**config.mk**
```make
export PLATFORM = sky130hd
export DESIGN_NAME = pt_xlate
export DESIGN_NICKNAME = d
export VERILOG_FILES = /design/src/rtl/pt_xlate_pkg.sv /design/src/rtl/pt_walk_fsm.sv /design/src/rtl/pt_entry_addr.sv /design/src/rtl/pt_entry_decode.sv /design/src/rtl/pt_xlate.sv
export SDC_FILE = /design/constraint.sdc
export NUM_CORES = 1
export LEC_CHECK = 0
export ABC_AREA = 1
export BUFFER_PORTS_ARGS = -buffer_cell sky130_fd_sc_hd__buf_2
export CAP_MARGIN = 20
export CORE_MARGIN = 4
export CORE_UTILIZATION = 56
export CTS_CLUSTER_DIAMETER = 50
export DETAILED_ROUTE_END_ITERATION = 8
export GPL_TIMING_DRIVEN = 0
export PLACE_DENSITY = 0.86
export SLEW_MARGIN = 25
export SYNTH_ARGS = -nofsm -noshare
export SYNTH_HDL_FRONTEND = slang
export SYNTH_SLANG_ARGS = --single-unit
```
**constraint.sdc**
```tcl
create_clock -name clk -period 5.62 [get_ports clk]
set_input_delay 1.686 -clock clk [delete_from_list [all_inputs] [get_ports clk]]
set_output_delay 1.686 -clock clk [all_outputs]
set_load 0.01 [all_outputs]
```
**src/rtl/pt_xlate_pkg.sv**
```systemverilog
package pt_xlate_pkg;

   typedef enum logic [1:0] {
      WS_IDLE  = 2'd0,
      WS_ISSUE = 2'd1,
      WS_WAIT  = 2'd2,
      WS_DONE  = 2'd3
   } walk_state_e;

   typedef enum logic [1:0] {
      XS_OK      = 2'd0,
      XS_UNALLOC = 2'd1,
      XS_ONDISK  = 2'd2,
      XS_BUSERR  = 2'd3
   } xlate_status_e;

endpackage

```
**src/rtl/pt_walk_fsm.sv**
```systemverilog
module pt_walk_fsm
   import pt_xlate_pkg::*;
(
   input  logic        clk,
   input  logic        rst_n,
   input  logic        req_valid,
   input  logic        mem_req_ready,
   input  logic        mem_rsp_valid,
   input  logic        rsp_ready,
   output walk_state_e state,
   output logic        idle,
   output logic        accept,
   output logic        capture,
   output logic        issuing,
   output logic        done
);

   walk_state_e state_nx;

   always_comb begin
      state_nx = state;
      unique case (state)
         WS_IDLE:  if (req_valid)     state_nx = WS_ISSUE;
         WS_ISSUE: if (mem_req_ready) state_nx = WS_WAIT;
         WS_WAIT:  if (mem_rsp_valid) state_nx = WS_DONE;
         WS_DONE:  if (rsp_ready)     state_nx = WS_IDLE;
         default:                     state_nx = WS_IDLE;
      endcase
   end

   always_ff @(posedge clk or negedge rst_n) begin
      if (!rst_n) state <= WS_IDLE;
      else        state <= state_nx;
   end

   assign idle    = (state == WS_IDLE);
   assign issuing = (state == WS_ISSUE);
   assign done    = (state == WS_DONE);
   assign accept  = idle && req_valid;
   assign capture = (state == WS_WAIT) && mem_rsp_valid;


   idle_hold_chk: assert property (@(posedge clk) disable iff (!rst_n)
      (idle && !req_valid) |=> idle);


   done_hold_chk: assert property (@(posedge clk) disable iff (!rst_n)
      (done && !rsp_ready) |=> done);


   issue_hold_chk: assert property (@(posedge clk) disable iff (!rst_n)
      (issuing && !mem_req_ready) |=> issuing);

endmodule

```
**src/rtl/pt_entry_addr.sv**
```systemverilog
module pt_entry_addr #(
   parameter int VPN_W     = 20,
   parameter int PA_W      = 32,
   parameter int PTE_BYTES = 4
) (
   input  logic [PA_W-1:0]  base,
   input  logic [VPN_W-1:0] vpn,
   output logic [PA_W-1:0]  entry_addr
);

   localparam bit IS_POW2 = (PTE_BYTES & (PTE_BYTES - 1)) == 0;
   localparam int SHIFT   = $clog2(PTE_BYTES);

   logic [PA_W-1:0] vpn_ext;
   assign vpn_ext = PA_W'(vpn);

   initial begin
      entry_size_chk: assert (PTE_BYTES >= 1)
         else $error("entry size must be at least one byte");
      vpn_width_chk: assert (VPN_W <= PA_W)
         else $error("page number wider than physical address");
   end

   generate
      if (IS_POW2) begin : g_shift
         assign entry_addr = base + (vpn_ext << SHIFT);
      end else begin : g_mult
         assign entry_addr = base + vpn_ext * PA_W'(PTE_BYTES);
      end
   endgenerate

endmodule

```
**src/rtl/pt_entry_decode.sv**
```systemverilog
module pt_entry_decode
   import pt_xlate_pkg::*;
#(
   parameter int MEM_DW  = 32,
   parameter int PA_W    = 32,
   parameter int OFF_W   = 12,
   parameter int FRAME_W = PA_W - OFF_W
) (
   input  logic [MEM_DW-1:0]  entry,
   input  logic               bus_err,
   input  logic [OFF_W-1:0]   offset,
   output xlate_status_e      status,
   output logic [PA_W-1:0]    paddr,
   output logic [FRAME_W-1:0] disk_loc
);

   localparam int GAP_W = MEM_DW - 1 - FRAME_W;

   logic               present;
   logic [FRAME_W-1:0] frame;
   logic               frame_zero;

   initial begin
      frame_fit_chk: assert (FRAME_W <= MEM_DW - 1)
         else $error("frame field and valid flag do not fit in an entry");
      frame_width_chk: assert (FRAME_W == PA_W - OFF_W)
         else $error("frame field must fill the physical page number");
   end

   assign present    = entry[MEM_DW-1];
   assign frame      = entry[FRAME_W-1:0];
   assign frame_zero = (frame == '0);

   generate
      if (GAP_W > 0) begin : g_gap
         logic unused_gap;
         assign unused_gap = ^entry[MEM_DW-2:FRAME_W];
      end
   endgenerate

   always_comb begin
      status   = XS_OK;
      paddr    = '0;
      disk_loc = '0;
      if (bus_err) begin
         status = XS_BUSERR;
      end else if (present) begin
         status = XS_OK;
         paddr  = {frame, offset};
      end else if (frame_zero) begin
         status = XS_UNALLOC;
      end else begin
         status   = XS_ONDISK;
         disk_loc = frame;
      end
   end

endmodule

```
**src/rtl/pt_xlate.sv**
```systemverilog
module pt_xlate
   import pt_xlate_pkg::*;
#(
   parameter int VA_W      = 32,
   parameter int PA_W      = 32,
   parameter int OFF_W     = 12,
   parameter int PTE_BYTES = 4,
   parameter int MEM_DW    = 32,
   localparam int VPN_W    = VA_W - OFF_W,
   localparam int FRAME_W  = PA_W - OFF_W
) (
   input  logic               clk,
   input  logic               rst_n,
   input  logic               base_we,
   input  logic [PA_W-1:0]    base_wdata,
   input  logic               req_valid,
   output logic               req_ready,
   input  logic [VA_W-1:0]    req_vaddr,
   output logic               rsp_valid,
   input  logic               rsp_ready,
   output logic [1:0]         rsp_status,
   output logic [PA_W-1:0]    rsp_paddr,
   output logic [FRAME_W-1:0] rsp_disk,
   output logic               mem_req_valid,
   input  logic               mem_req_ready,
   output logic [PA_W-1:0]    mem_req_addr,
   input  logic               mem_rsp_valid,
   input  logic [MEM_DW-1:0]  mem_rsp_data,
   input  logic               mem_rsp_err
);

   initial begin
      offset_width_chk: assert (OFF_W > 0 && OFF_W < VA_W && OFF_W < PA_W)
         else $error("page offset width out of range");
      entry_width_chk: assert (MEM_DW == 8 * PTE_BYTES)
         else $error("memory data width must equal the entry size");
   end

   walk_state_e     state;
   logic            idle, accept, capture, issuing, done;
   logic [PA_W-1:0] base_q;
   logic [VA_W-1:0] vaddr_q;

   xlate_status_e      dec_status;
   logic [PA_W-1:0]    dec_paddr;
   logic [FRAME_W-1:0] dec_disk;

   xlate_status_e      status_q;
   logic [PA_W-1:0]    paddr_q;
   logic [FRAME_W-1:0] disk_q;

   pt_walk_fsm u_fsm (
      .clk           (clk),
      .rst_n         (rst_n),
      .req_valid     (req_valid),
      .mem_req_ready (mem_req_ready),
      .mem_rsp_valid (mem_rsp_valid),
      .rsp_ready     (rsp_ready),
      .state         (state),
      .idle          (idle),
      .accept        (accept),
      .capture       (capture),
      .issuing       (issuing),
      .done          (done)
   );

   always_ff @(posedge clk or negedge rst_n) begin
      if (!rst_n)                base_q <= '0;
      else if (base_we && idle)  base_q <= base_wdata;
   end

   always_ff @(posedge clk or negedge rst_n) begin
      if (!rst_n)      vaddr_q <= '0;
      else if (accept) vaddr_q <= req_vaddr;
   end

   pt_entry_addr #(
      .VPN_W     (VPN_W),
      .PA_W      (PA_W),
      .PTE_BYTES (PTE_BYTES)
   ) u_addr (
      .base       (base_q),
      .vpn        (vaddr_q[VA_W-1:OFF_W]),
      .entry_addr (mem_req_addr)
   );

   pt_entry_decode #(
      .MEM_DW  (MEM_DW),
      .PA_W    (PA_W),
      .OFF_W   (OFF_W),
      .FRAME_W (FRAME_W)
   ) u_dec (
      .entry    (mem_rsp_data),
      .bus_err  (mem_rsp_err),
      .offset   (vaddr_q[OFF_W-1:0]),
      .status   (dec_status),
      .paddr    (dec_paddr),
      .disk_loc (dec_disk)
   );

   always_ff @(posedge clk or negedge rst_n) begin
      if (!rst_n) begin
         status_q <= XS_OK;
         paddr_q  <= '0;
         disk_q   <= '0;
      end else if (capture) begin
         status_q <= dec_status;
         paddr_q  <= dec_paddr;
         disk_q   <= dec_disk;
      end
   end

   assign req_ready     = idle;
   assign mem_req_valid = issuing;
   assign rsp_valid     = done;
   assign rsp_status    = status_q;
   assign rsp_paddr     = paddr_q;
   assign rsp_disk      = disk_q;


   busy_excl_chk: assert property (@(posedge clk) disable iff (!rst_n)
      req_ready |-> (!rsp_valid && !mem_req_valid));


   mem_req_hold_chk: assert property (@(posedge clk) disable iff (!rst_n)
      (mem_req_valid && !mem_req_ready) |=> (mem_req_valid && $stable(mem_req_addr)));


   rsp_hold_chk: assert property (@(posedge clk) disable iff (!rst_n)
      (rsp_valid && !rsp_ready) |=>
         (rsp_valid && $stable(rsp_status) && $stable(rsp_paddr) && $stable(rsp_disk)));


   ok_offset_chk: assert property (@(posedge clk) disable iff (!rst_n)
      (rsp_valid && rsp_status == XS_OK) |->
         (rsp_paddr[OFF_W-1:0] == vaddr_q[OFF_W-1:0] && rsp_disk == '0));


   unalloc_zero_chk: assert property (@(posedge clk) disable iff (!rst_n)
      (rsp_valid && rsp_status == XS_UNALLOC) |-> (rsp_paddr == '0 && rsp_disk == '0));


   ondisk_loc_chk: assert property (@(posedge clk) disable iff (!rst_n)
      (rsp_valid && rsp_status == XS_ONDISK) |-> (rsp_paddr == '0 && rsp_disk != '0));


   buserr_zero_chk: assert property (@(posedge clk) disable iff (!rst_n)
      (rsp_valid && rsp_status == XS_BUSERR) |-> (rsp_paddr == '0 && rsp_disk == '0));


   base_busy_chk: assert property (@(posedge clk) disable iff (!rst_n)
      !req_ready |=> $stable(base_q));

endmodule

```
==> run metrics <==
dominant cells by area after synthesis=dfrtp_1 (47%), nand2_1 (13%), inv_1 (7.2%); GP Congestion=0.9554; Post-Synthesis Cell Area=6442 um2; leading post-synthesis cells by instance count=nand2_1 (230), inv_1 (123), dfrtp_1 (120); min Tclk post-route=4.176 ns; diode count=0; ratio of cells with drive above 1 in the final layout=28.49%; most common cell in the netlist=nand2_1; I/O pin cnt=193; clk sinks=120; Vias=5963; CP Cell Sequence=ha_1, inv_1, fa_1, inv_1, nand3_1, nand3_2, nand2_1, nand3_1, nand3_1, nand2_1, nand2_1, nand2_1, buf_2; die area=13280 um2; EDFF count, synth=0; Crit path top cell by count=nand2_1; Antenna Violating Nets Remaining=0; Die W=115.3 um; Synth top area share=46.61%; largest net degree at the start of global routing=72; crit end category=primary output; fin crit share=74.30%; placed cells=1119; vias per inst=5.181; post-synth net total=926; Worst Path Max Fanout=4; Hold WS=0.4809 ns; Hold Path Class=flop to flop; Post-CTS Resized=0; Remaining Overflow, GRT=0; cts hold-fix bufs=0; slew margin rel.=62.22%; TritonCTS clock tree=done; final setup violation count=0; outcome=finished, final reports clean; fmax=239.5 MHz; DRC Markers=0; post-synthesis async set-or-reset flop share=100.0%; Die Span Y=115.3 um; Mapped Avg Cell Area=8.083 um2; number of global-route vias before repair=6067; core area=11030 um2; slowest library cell on the worst path=fa_1; Worst-Skew Late Latency=0.41 ns; Slew Limit Fails=0; HPWL Detailed=13.15 mm; Port Buf Inserts=181; Max Cap Viol=0; CP arrival=2.49 ns; Synth Instances=797; CTS buffer count=17; std cell rows=38; wire per inst=14.92 um; leakage=4.609 nW; Final Skew=0.01217 ns; Critical Path RT=3.93 ns; Pwr Density=711.4 nW/um2; initial antenna violation count=1; Root Driver=clkbuf_16; number of DRC markers in iteration 0=279; Synth Warn #=0; TNS Setup=0 ns; slowest stage delay, CP=0.42 ns; Synth area leader=dfrtp_1; count of cell types in the netlist=31; Setup WS post-layout=1.444 ns; area grow syn2layout=26.34%; Global Route Usage Sum=26.94%; IR drop worst, VDD=0.4882 mV; pre-CTS setup slack=1.906 ns; first-pass GRT wire length=27.93 mm; CTS clk-pin slew, worst paths=0.06 ns; postcts setup bufs=0; Layout Cells excl Fill=1151; kind of critical path=flop to primary output; htree depth=4; Final Hold Fails=0; sequential fraction of the synthesis area=46.61%; Initial Utilization=58.41%; DRT Pass-1 Iters=5; Worst-Margin Slew=0.5667 ns; crit path launch type=flop; Routed Wire Length=17.17 mm; most used flip-flop cell after synthesis=dfrtp_1; # nets final=1127; register bit total from synthesis=120; RSZ-0062 raised after global routing=no; Longest Clk Path Bufs=2
power by group:
| group | internal [mW] | total [mW] | switching (mW) |
|---|---|---|---|
| clock | 0.631 | 1.07 | 0.436 |
| sequential | 1.27 | 1.52 | 0.245 |
| combinational | 1.24 | 3.21 | 1.97 |
cell usage in the layout (no fill, tap or decap), types with 9 or more instances in the layout:
cell,netlist,final
a21oi_1,36,36
buf_2,7,187
clkbuf_1,11,11
clkbuf_16,0,17
dfrtp_1,120,120
ha_1,24,24
inv_1,123,123
mux2_2,40,40
nand2_1,230,230
nand3_1,32,32
nor2_1,50,50
nor2_2,9,9
o21ai_0,56,56
xor2_1,11,11
layout make-up:
type	count	area, um2
tap	140	175.2
clock buffer	18	439.2
multi-input combinational	529	2868
timing repair buffer	182	943.4
sequential	120	3003
inverter	127	476.7
clock inverter	14	138.9
fill	861	2892
buffer	21	95.09
worst paths after layout:
path,start,endpoint,slack (ns),cells after the start
hold reg to reg,rsp_paddr[7],rsp_paddr[7],0.48,2
min in group asynchronous,rst_n,vaddr_q[22],1.17,1
hold / removal,rsp_paddr[7],rsp_paddr[7],0.48,2
setup reg to reg,u_fsm.state[0],base_q[24],3.77,6
setup / recovery,vaddr_q[12],mem_req_addr[18],1.44,13
max in group asynchronous,rst_n,rsp_paddr[3],3.77,2
per-layer routing:
metal / GRT usage, % / vias up / part of all wire, %
li1: - / 2913 / -
met1: 30.28 / 2747 / 38
met2: 47.80 / 254 / 50
met3: 7.421 / 49 / 8.1
met4: 11.74 / 0 / 3.3
met5: 0 / - / 0
through the flow:
step           util [%]  total power, mW  instance area (um2)
6_report          73.79            5.790                 8139
3_3_place_gp      68.21            4.624                 7523
2_1_floorplan         -            3.610                 6442
5_1_grt           73.79            6.284                 8139
3_5_place_dp      68.55            4.715                 7561
4_1_cts           73.79            5.806                 8139
registers in the layout, indices dropped and copies added (netlist names):
signal,count
u_fsm.state,2
base_q,32
rsp_status,2
vaddr_q,32
rsp_disk,20
rsp_paddr,32
worst max-delay path, delay by kind of cell, from the launching register on:
kind,cells,cell delay [ns]
adder cells (fa/ha/maj),2,0.64
AND/OR/NAND/NOR,8,0.80
flip-flops,1,0.34
buffers and inverters,3,0.31
cells by family after synthesis:
group	count (synthesis)	synth area share [%]
adder cells (fa/ha/maj)	25	4.972
AO/OA/AOI/OAI	99	7.807
flip-flops	120	46.61
AND/OR/NAND/NOR	352	22.98
buffers and inverters	148	8.875
multiplexers	40	6.992
XOR/XNOR	13	1.767
Note: power is estimated with default switching activity, not from simulation.
